<file path="src/rtl/db_pkg.sv">
package db_pkg;
  localparam int DB_WORD_W = 32;   // host doorbell write width
  localparam int DB_MIN_SHIFT = 2; // doorbell spacing is 1 << (2 + dstrd)

  typedef enum logic {
    DB_SQ_TAIL = 1'b0,
    DB_CQ_HEAD = 1'b1
  } db_kind_e;
endpackage

</file>
<file path="src/rtl/db_addr_decode.sv">
module db_addr_decode #(
  parameter int ADDR_W = 32,
  parameter int DSTRD_W = 4,
  parameter int NUM_QP = 4,
  parameter logic [ADDR_W-1:0] DB_BASE = 'h1000,
  localparam int NUM_DB = 2 * NUM_QP,
  localparam int DB_W = $clog2(NUM_DB)
) (
  input  logic [ADDR_W-1:0]  addr,
  input  logic [DSTRD_W-1:0] dstrd,
  output logic               in_region,
  output logic               hit,
  output logic [DB_W-1:0]    db_idx
);
  import db_pkg::*;

  logic [ADDR_W-1:0] offset;
  logic [ADDR_W-1:0] word_idx;
  logic [ADDR_W-1:0] low_mask;
  int unsigned       shift;
  logic              aligned;
  logic              in_range;

  always_comb begin
    shift     = 32'(dstrd) + DB_MIN_SHIFT;
    offset    = addr - DB_BASE;
    word_idx  = offset >> shift;
    low_mask  = ~({ADDR_W{1'b1}} << shift);
    aligned   = (offset & low_mask) == '0;
    in_range  = word_idx < ADDR_W'(NUM_DB);
    in_region = addr >= DB_BASE;
    hit       = in_region && aligned && in_range;
    db_idx    = word_idx[DB_W-1:0];
  end
endmodule

</file>
<file path="src/rtl/db_ptr_slot.sv">
module db_ptr_slot #(
  parameter int PTR_W = 16,
  localparam int SIZE_W = PTR_W + 1
) (
  input  logic              clk,
  input  logic              rst_n,
  input  logic              wr_en,
  input  logic [31:0]       wr_val,
  input  logic [SIZE_W-1:0] size,
  output logic [PTR_W-1:0]  ptr,
  output logic              bad,
  output logic [PTR_W-1:0]  delta
);
  logic [PTR_W-1:0] nv;

  assign nv  = wr_val[PTR_W-1:0];
  assign bad = wr_val >= 32'(size);

  // distance travelled forward from the stored pointer, modulo size
  always_comb begin
    if (nv >= ptr)
      delta = nv - ptr;
    else
      delta = PTR_W'(SIZE_W'(nv) + size - SIZE_W'(ptr));
  end

  always_ff @(posedge clk) begin
    if (!rst_n)
      ptr <= '0;
    else if (wr_en && !bad)
      ptr <= nv;
  end
endmodule

</file>
<file path="src/rtl/db_evt_stage.sv">
module db_evt_stage #(
  parameter int W = 8
) (
  input  logic         clk,
  input  logic         rst_n,
  input  logic         in_valid,
  output logic         in_ready,
  input  logic [W-1:0] in_data,
  output logic         out_valid,
  input  logic         out_ready,
  output logic [W-1:0] out_data
);
  assign in_ready = !out_valid || out_ready;

  always_ff @(posedge clk) begin
    if (!rst_n) begin
      out_valid <= 1'b0;
      out_data  <= '0;
    end else if (in_ready) begin
      out_valid <= in_valid;
      if (in_valid)
        out_data <= in_data;
    end
  end
endmodule

</file>
<file path="src/rtl/doorbell_stride_decoder.sv">
module doorbell_stride_decoder #(
  parameter int NUM_QP = 4,          // at least 2
  parameter int PTR_W = 16,
  parameter int ADDR_W = 32,
  parameter int DSTRD_W = 4,
  parameter logic [ADDR_W-1:0] DB_BASE = 'h1000,
  localparam int SIZE_W = PTR_W + 1,
  localparam int NUM_DB = 2 * NUM_QP,
  localparam int DB_W = $clog2(NUM_DB),
  localparam int QID_W = DB_W - 1
) (
  input  logic                     clk,
  input  logic                     rst_n,
  input  logic [DSTRD_W-1:0]       dstrd,
  input  logic [NUM_QP*SIZE_W-1:0] sq_size,
  input  logic [NUM_QP*SIZE_W-1:0] cq_size,
  input  logic                     wr_valid,
  output logic                     wr_ready,
  input  logic [ADDR_W-1:0]        wr_addr,
  input  logic [31:0]              wr_data,
  input  logic                     rd_valid,
  output logic                     rd_ack,
  output logic [31:0]              rd_data,
  output logic [NUM_QP*PTR_W-1:0]  sq_tail,
  output logic [NUM_QP*PTR_W-1:0]  cq_head,
  output logic                     evt_valid,
  input  logic                     evt_ready,
  output logic [QID_W-1:0]         evt_qid,
  output logic                     evt_is_cq,
  output logic [PTR_W-1:0]         evt_delta,
  output logic                     err_flag
);
  import db_pkg::*;

  localparam int DB_SLOTS = 1 << DB_W;
  localparam int EVT_W = QID_W + 1 + PTR_W;

  logic             in_region;
  logic             hit;
  logic [DB_W-1:0]  db_idx;
  logic             accept;
  logic             sel_bad;
  logic             good;
  logic             err_set;
  logic [EVT_W-1:0] evt_in;
  logic [EVT_W-1:0] evt_out;
  db_kind_e         kind;

  logic             slot_bad   [DB_SLOTS];
  logic [PTR_W-1:0] slot_delta [DB_SLOTS];
  logic [PTR_W-1:0] slot_ptr   [DB_SLOTS];

  db_addr_decode #(
    .ADDR_W (ADDR_W),
    .DSTRD_W(DSTRD_W),
    .NUM_QP (NUM_QP),
    .DB_BASE(DB_BASE)
  ) u_decode (
    .addr     (wr_addr),
    .dstrd    (dstrd),
    .in_region(in_region),
    .hit      (hit),
    .db_idx   (db_idx)
  );

  assign accept  = wr_valid && wr_ready;
  assign sel_bad = slot_bad[db_idx];
  assign good    = accept && hit && !sel_bad;
  assign err_set = accept && in_region && (!hit || sel_bad);
  assign kind    = db_kind_e'(db_idx[0]);

  // one slot per doorbell: even index submission tail, odd completion head
  for (genvar q = 0; q < NUM_QP; q++) begin : g_qp
    for (genvar k = 0; k < 2; k++) begin : g_kind
      localparam int S = 2 * q + k;
      logic [SIZE_W-1:0] qsize;
      if (k == 0) begin : g_sq
        assign qsize = sq_size[q*SIZE_W +: SIZE_W];
        assign sq_tail[q*PTR_W +: PTR_W] = slot_ptr[S];
      end else begin : g_cq
        assign qsize = cq_size[q*SIZE_W +: SIZE_W];
        assign cq_head[q*PTR_W +: PTR_W] = slot_ptr[S];
      end
      db_ptr_slot #(.PTR_W(PTR_W)) u_slot (
        .clk   (clk),
        .rst_n (rst_n),
        .wr_en (good && (db_idx == DB_W'(S))),
        .wr_val(wr_data),
        .size  (qsize),
        .ptr   (slot_ptr[S]),
        .bad   (slot_bad[S]),
        .delta (slot_delta[S])
      );
    end
  end

  // index codes past the last doorbell never hit
  for (genvar s = NUM_DB; s < DB_SLOTS; s++) begin : g_pad
    assign slot_bad[s]   = 1'b1;
    assign slot_delta[s] = '0;
    assign slot_ptr[s]   = '0;
  end

  assign evt_in = {db_idx[DB_W-1:1], kind == DB_CQ_HEAD, slot_delta[db_idx]};

  db_evt_stage #(.W(EVT_W)) u_evt (
    .clk      (clk),
    .rst_n    (rst_n),
    .in_valid (good),
    .in_ready (wr_ready),
    .in_data  (evt_in),
    .out_valid(evt_valid),
    .out_ready(evt_ready),
    .out_data (evt_out)
  );

  assign evt_qid   = evt_out[EVT_W-1 -: QID_W];
  assign evt_is_cq = evt_out[PTR_W];
  assign evt_delta = evt_out[PTR_W-1:0];

  always_ff @(posedge clk) begin
    if (!rst_n) begin
      err_flag <= 1'b0;
      rd_ack   <= 1'b0;
    end else begin
      rd_ack <= rd_valid;
      if (err_set)
        err_flag <= 1'b1;
    end
  end

  assign rd_data = '0;
endmodule

</file>
<file path="config.mk">
export PLATFORM = sky130hd
export DESIGN_NAME = doorbell_stride_decoder
export DESIGN_NICKNAME = d
export VERILOG_FILES = /design/src/rtl/db_pkg.sv /design/src/rtl/db_addr_decode.sv /design/src/rtl/db_ptr_slot.sv /design/src/rtl/db_evt_stage.sv /design/src/rtl/doorbell_stride_decoder.sv
export SDC_FILE = /design/constraint.sdc
export NUM_CORES = 2
export LEC_CHECK = 0
export BUFFER_PORTS_ARGS = -buffer_cell sky130_fd_sc_hd__buf_2
export CAP_MARGIN = 5
export CORE_MARGIN = 2
export CORE_UTILIZATION = 29
export CTS_CLUSTER_SIZE = 25
export DETAILED_ROUTE_END_ITERATION = 10
export GPL_TIMING_DRIVEN = 0
export PLACE_DENSITY_LB_ADDON = 0.1
export SLEW_MARGIN = 20
export SYNTH_ARGS = -nofsm -noshare
export SYNTH_HDL_FRONTEND = slang
export SYNTH_SLANG_ARGS = --single-unit
</file>
<file path="constraint.sdc">
create_clock -name clk -period 4.55 [get_ports clk]
set_clock_uncertainty 0.1 [all_clocks]
set_input_delay 0.6825 -clock clk [delete_from_list [all_inputs] [get_ports clk]]
set_output_delay 0.6825 -clock clk [all_outputs]
set_load 0.02 [all_outputs]
</file>
==> impl_summary.md <==
Power and ir drop
Dividing total power by cell area gives a power density of 202 nW/um^2. The leakage dissipation is approximately 0.016 uW. VDD sags by at most 0.000188 V. Summing internal, switching and leakage power gives slightly below 7000 uW.

Route
The routed design uses between 8000 and 9000 um of met3 wire. The detailed router's first-iteration violation count is ~2400. The final layout contains routed wiring with a total length of about 140000 um. The met1 wire length is between 50000 and 60000 um.

The via density per instance is approximately 5.4. The detail route stage leaves a number of antenna-violating nets equal to 0. For this run, the detailed router's first-pass iteration total came to 5. After detailed routing, the met2 layer carries just under 70000 um of wire. In the final routed layout, each cell accounts on average for between 20 and 30 um. The routed via count is roughly 29000. The post-detailed-route DRC marker count is 0.

The top layer used by detailed routing is met5.

Final layout
Compared with the post-synthesis result, the final layout area differs by 19.4%. The fraction of final layout cells sized beyond drive strength 1 is around 16%. After filler insertion, the fill cell instance count of the layout stands at ~10000.

Measured on the finished design, the core utilization comes to 35.0%. The post-layout net count is a little under 5000.

Timing
Setup repair after global routing could not meet its margin everywhere. The count of pins over their slew limit is 0. Measured against its own limit, the worst slew margin works out to between 10% and 20%. The final setup violation count is 0. Across all setup checks in the final design, the least slack found is 0.00777 ns. The total count of hold-check failures in the final report is 0. For the pin with the worst max-slew slack, the measured transition is 1.26 ns. The final total negative setup slack is 0 ns. The final critical path time including I/O delays and setup is 4.54 ns. Static timing analysis puts the maximum clock frequency at roughly 220 MHz. The post-route clock period utilization is between 90% and 100%.

Setup path
The classification of the worst setup path is in -> reg. The endpoint arrival time on the critical path is 4.83 ns. The worst endpoint required time is 4.83 ns. In this run the critical register-to-register path is launched from g_qp[3].g_kind[1].u_slot.ptr[9]. The stage delay of the slowest cell on the critical path is 0.56 ns.

The nature of the critical path endpoint is a flip-flop. The critical path ends at u_evt.out_data[12]. The cell with the biggest individual delay on the critical path is fa_1. The flop-to-flop setup slack is approximately 0.24 ns. The critical path goes through buf_8 -> inv_6 -> fa_1 -> inv_1 -> ha_1 -> nor2b_1 -> o31a_1 -> o2111a_1 -> a2111oi_1 -> nor3_1 -> xor2_1 -> o211ai_1 -> o2111a_2 -> o2111ai_1 -> nand4_1 -> o21ai_0. In this design, the largest share of critical-path delay is due to compound AO/OA/AOI/OAI gates. Along the worst path, the maximum fanout reaches 18.

In this run the number of cells on the critical path is 16. The number of cells on the worst reg-to-reg path is 15. The source of the critical timing path is wr_data[2]. STA classifies the critical path startpoint as an input port. The endpoint of the most critical register-to-register path is u_evt.out_data[5]. The critical path buffer and inverter count is 3.

Clocking
In this run, CTS created clock tree buffers numbering 17. The number of sinks on the clock net is 150. The CTS tree is done.

The H-tree generated during clock tree synthesis spans 4 levels. The master cell of the clock root buffer is clkbuf_16. The maximum count of clock buffers along a single path is 2.

The quantity of hold-fixing buffers added after cts is 0. The later-pin clock latency in the skew report is 0.50 ns. The CTS clock-pin slew for the worst setup and hold paths is about 0.07 ns.

Global routing
After global routing the overflow that remains totals 0. The overall fraction of global-route tracks in use is 28.0%. The number of global-route vias before repair was between 20000 and 30000. Entering global routing, the biggest net connects 19 pins. The first global-routing pass estimated 197000 um of wire. The initial antenna violation count is 5.

Floorplanning
During I/O placement, the number of pins put on the boundary was about 390. The core region is ~95000 sq um. The die covers about 99000 sq um. The vertical extent of the die is about 310 um. From left edge to right edge, the die measures roughly 310 um. The number of placement rows is about 110.

The effective utilization at floorplan is around 29%.

Synthesis
The async set-or-reset flop fraction in the synthesized netlist is 0%. The count of unique library cells instantiated by Yosys is 94. In the synthesized netlist, the number of instances is ~3700. Yosys mapped a number of flops with a built-in enable equal to 0.

In the synthesized netlist the dominant register cell turns out to be dfxtp_1. The post-synthesis sequential element count is 150. The count of synthesis-stage warnings from yosys is 0. The cell area that synthesis handed to floorplanning was approximately 28000 sq um. Dividing the synthesized area by the synthesized cell count gives roughly 7.6 sq um.

The portion of the post-synthesis area used by sequential elements is roughly 11%.

Status
The flow ran to the end, and the final reports show no timing, DRC or antenna violations.

Placement
The half-perimeter wire length after detailed placement is about 110000 um. The worst slack at placement is -1.85 ns. Port buffering added about 350 buffers. The congestion estimate from routability-driven global placement came to 0.965.

Worst hold path
The kind of path behind the tightest hold check is in -> reg.

Job
Across the run, the number of max-cap violations was 0.
repair_timing:
| item | in CTS | in global routing |
|---|---|---|
| gates resized for setup | 132 | 148 |
| setup endpoints to repair | 149 | 137 |
| gates cloned | 0 | 3 |
| buffers inserted | 19 | 13 |
| pin swaps | 7 | 21 |
how the worst min path moves through the flow:
| stage | slack [ns] | to | startpoint | cells after the start |
|---|---|---|---|---|
| 4_1_cts | 0.31 | rd_ack | rd_valid | 2 |
| 5_1_grt | 0.33 | rd_ack | rd_valid | 2 |
| 2_1_floorplan | 0.43 | u_evt.out_data[3] | u_evt.out_data[3] | 2 |
| 3_5_place_dp | 0.36 | u_evt.out_data[3] | u_evt.out_data[3] | 2 |
| 3_3_place_gp | 0.36 | u_evt.out_data[3] | u_evt.out_data[3] | 2 |
| 6_report | 0.34 | rd_ack | rd_valid | 2 |
state kept, by name (all words and copies together), names as in the netlist:
signal and flops:
rd_ack 1, g_qp.g_kind.u_slot.ptr 128, u_evt.out_valid 1, u_evt.out_data 19
err_flag 1
cells in the mapped netlist, types with 43 or more instances:
master	n	share of area, %
a21oi_1	217	3.9
nor2b_1	45	1.0
nand3_1	56	1.0
xnor2_1	134	4.2
inv_1	563	7.6
mux2i_1	167	6.0
nor2_1	211	2.8
ha_1	390	17
xor2_1	77	2.4
o21ai_0	173	3.1
nand2_1	340	4.6
nand4_1	44	0.99
o211ai_1	43	1.2
nand2b_1	54	1.2
dfxtp_1	150	11
a211oi_1	58	1.6
fa_1	128	9.2
a21o_1	67	1.8
clkbuf_1	76	1.0
nor3_1	82	1.5
final cells by class:
type,count,area (sq um),share of cell area [%]
inverters,564,2200,6.58
multi-input cells,2843,22900,68.7
repair buffers,391,2290,6.87
well taps,1265,1580,4.75
plain buffers,128,786,2.36
clock buffers,20,457,1.37
clock inverters,11,104,0.311
diodes,2,5.00,0.0150
flip-flops and latches,150,3000,9.00
per-stage QoR:
stage	instance area (sq um)	cells	hold slack, ns
finish	33400	5374	0.338
detailed placement	31500	5312	0.365
CTS	32600	5359	0.310
floorplan	28100	3691	0.433
global route	33300	5372	0.335
global placement	31400	5310	0.359
routing by layer:
| metal | vias up | global-route usage [%] |
|---|---|---|
| met5 | - | 0 |
| met4 | 4 | 11.5 |
| met3 | 231 | 4.03 |
| met2 | 1073 | 47.7 |
| met1 | 14000 | 35.2 |
| li1 | 13700 | - |
power breakdown:
group | internal [uW] | switching (uW)
Combinational | 1390 | 2520
Clock | 777 | 727
Sequential | 1310 | 1.25
Total | 3480 | 3250
cell usage in the layout (no fill, tap or decap), types with 23 or more instances in the layout:
master and n:
inv_1 546, or3_1 33, nand2_1 333, nor4_1 23, nor2_1 204, o21ai_0 158, a211oi_1 45, buf_2 342
nand3_1 56, nand4_1 44, nor3_1 71, buf_4 71, fa_1 128, nand2b_1 54, dfxtp_1 150, mux2i_1 167
o211ai_1 43, o21a_1 39, ha_1 389, and3_1 24, clkbuf_1 47, a21oi_1 213, nor2b_1 45, a21o_1 67
xnor2_1 131, a31oi_1 27, conb_1 32, xor2_1 73, o21bai_1 23, clkbuf_2 24
cells by family after synthesis:
kind of cell    Yosys count  share of synthesized area (%)
mux                     189                           7.15
other cells               1                         0.0134
simple gates            998                           17.4
fa+ha+maj               519                           26.7
buf+inv                 698                           10.0
xor+xnor                211                           6.62
compound gates          894                           21.3
flops                   150                           10.8
Note: power is estimated with default switching activity, not from simulation.
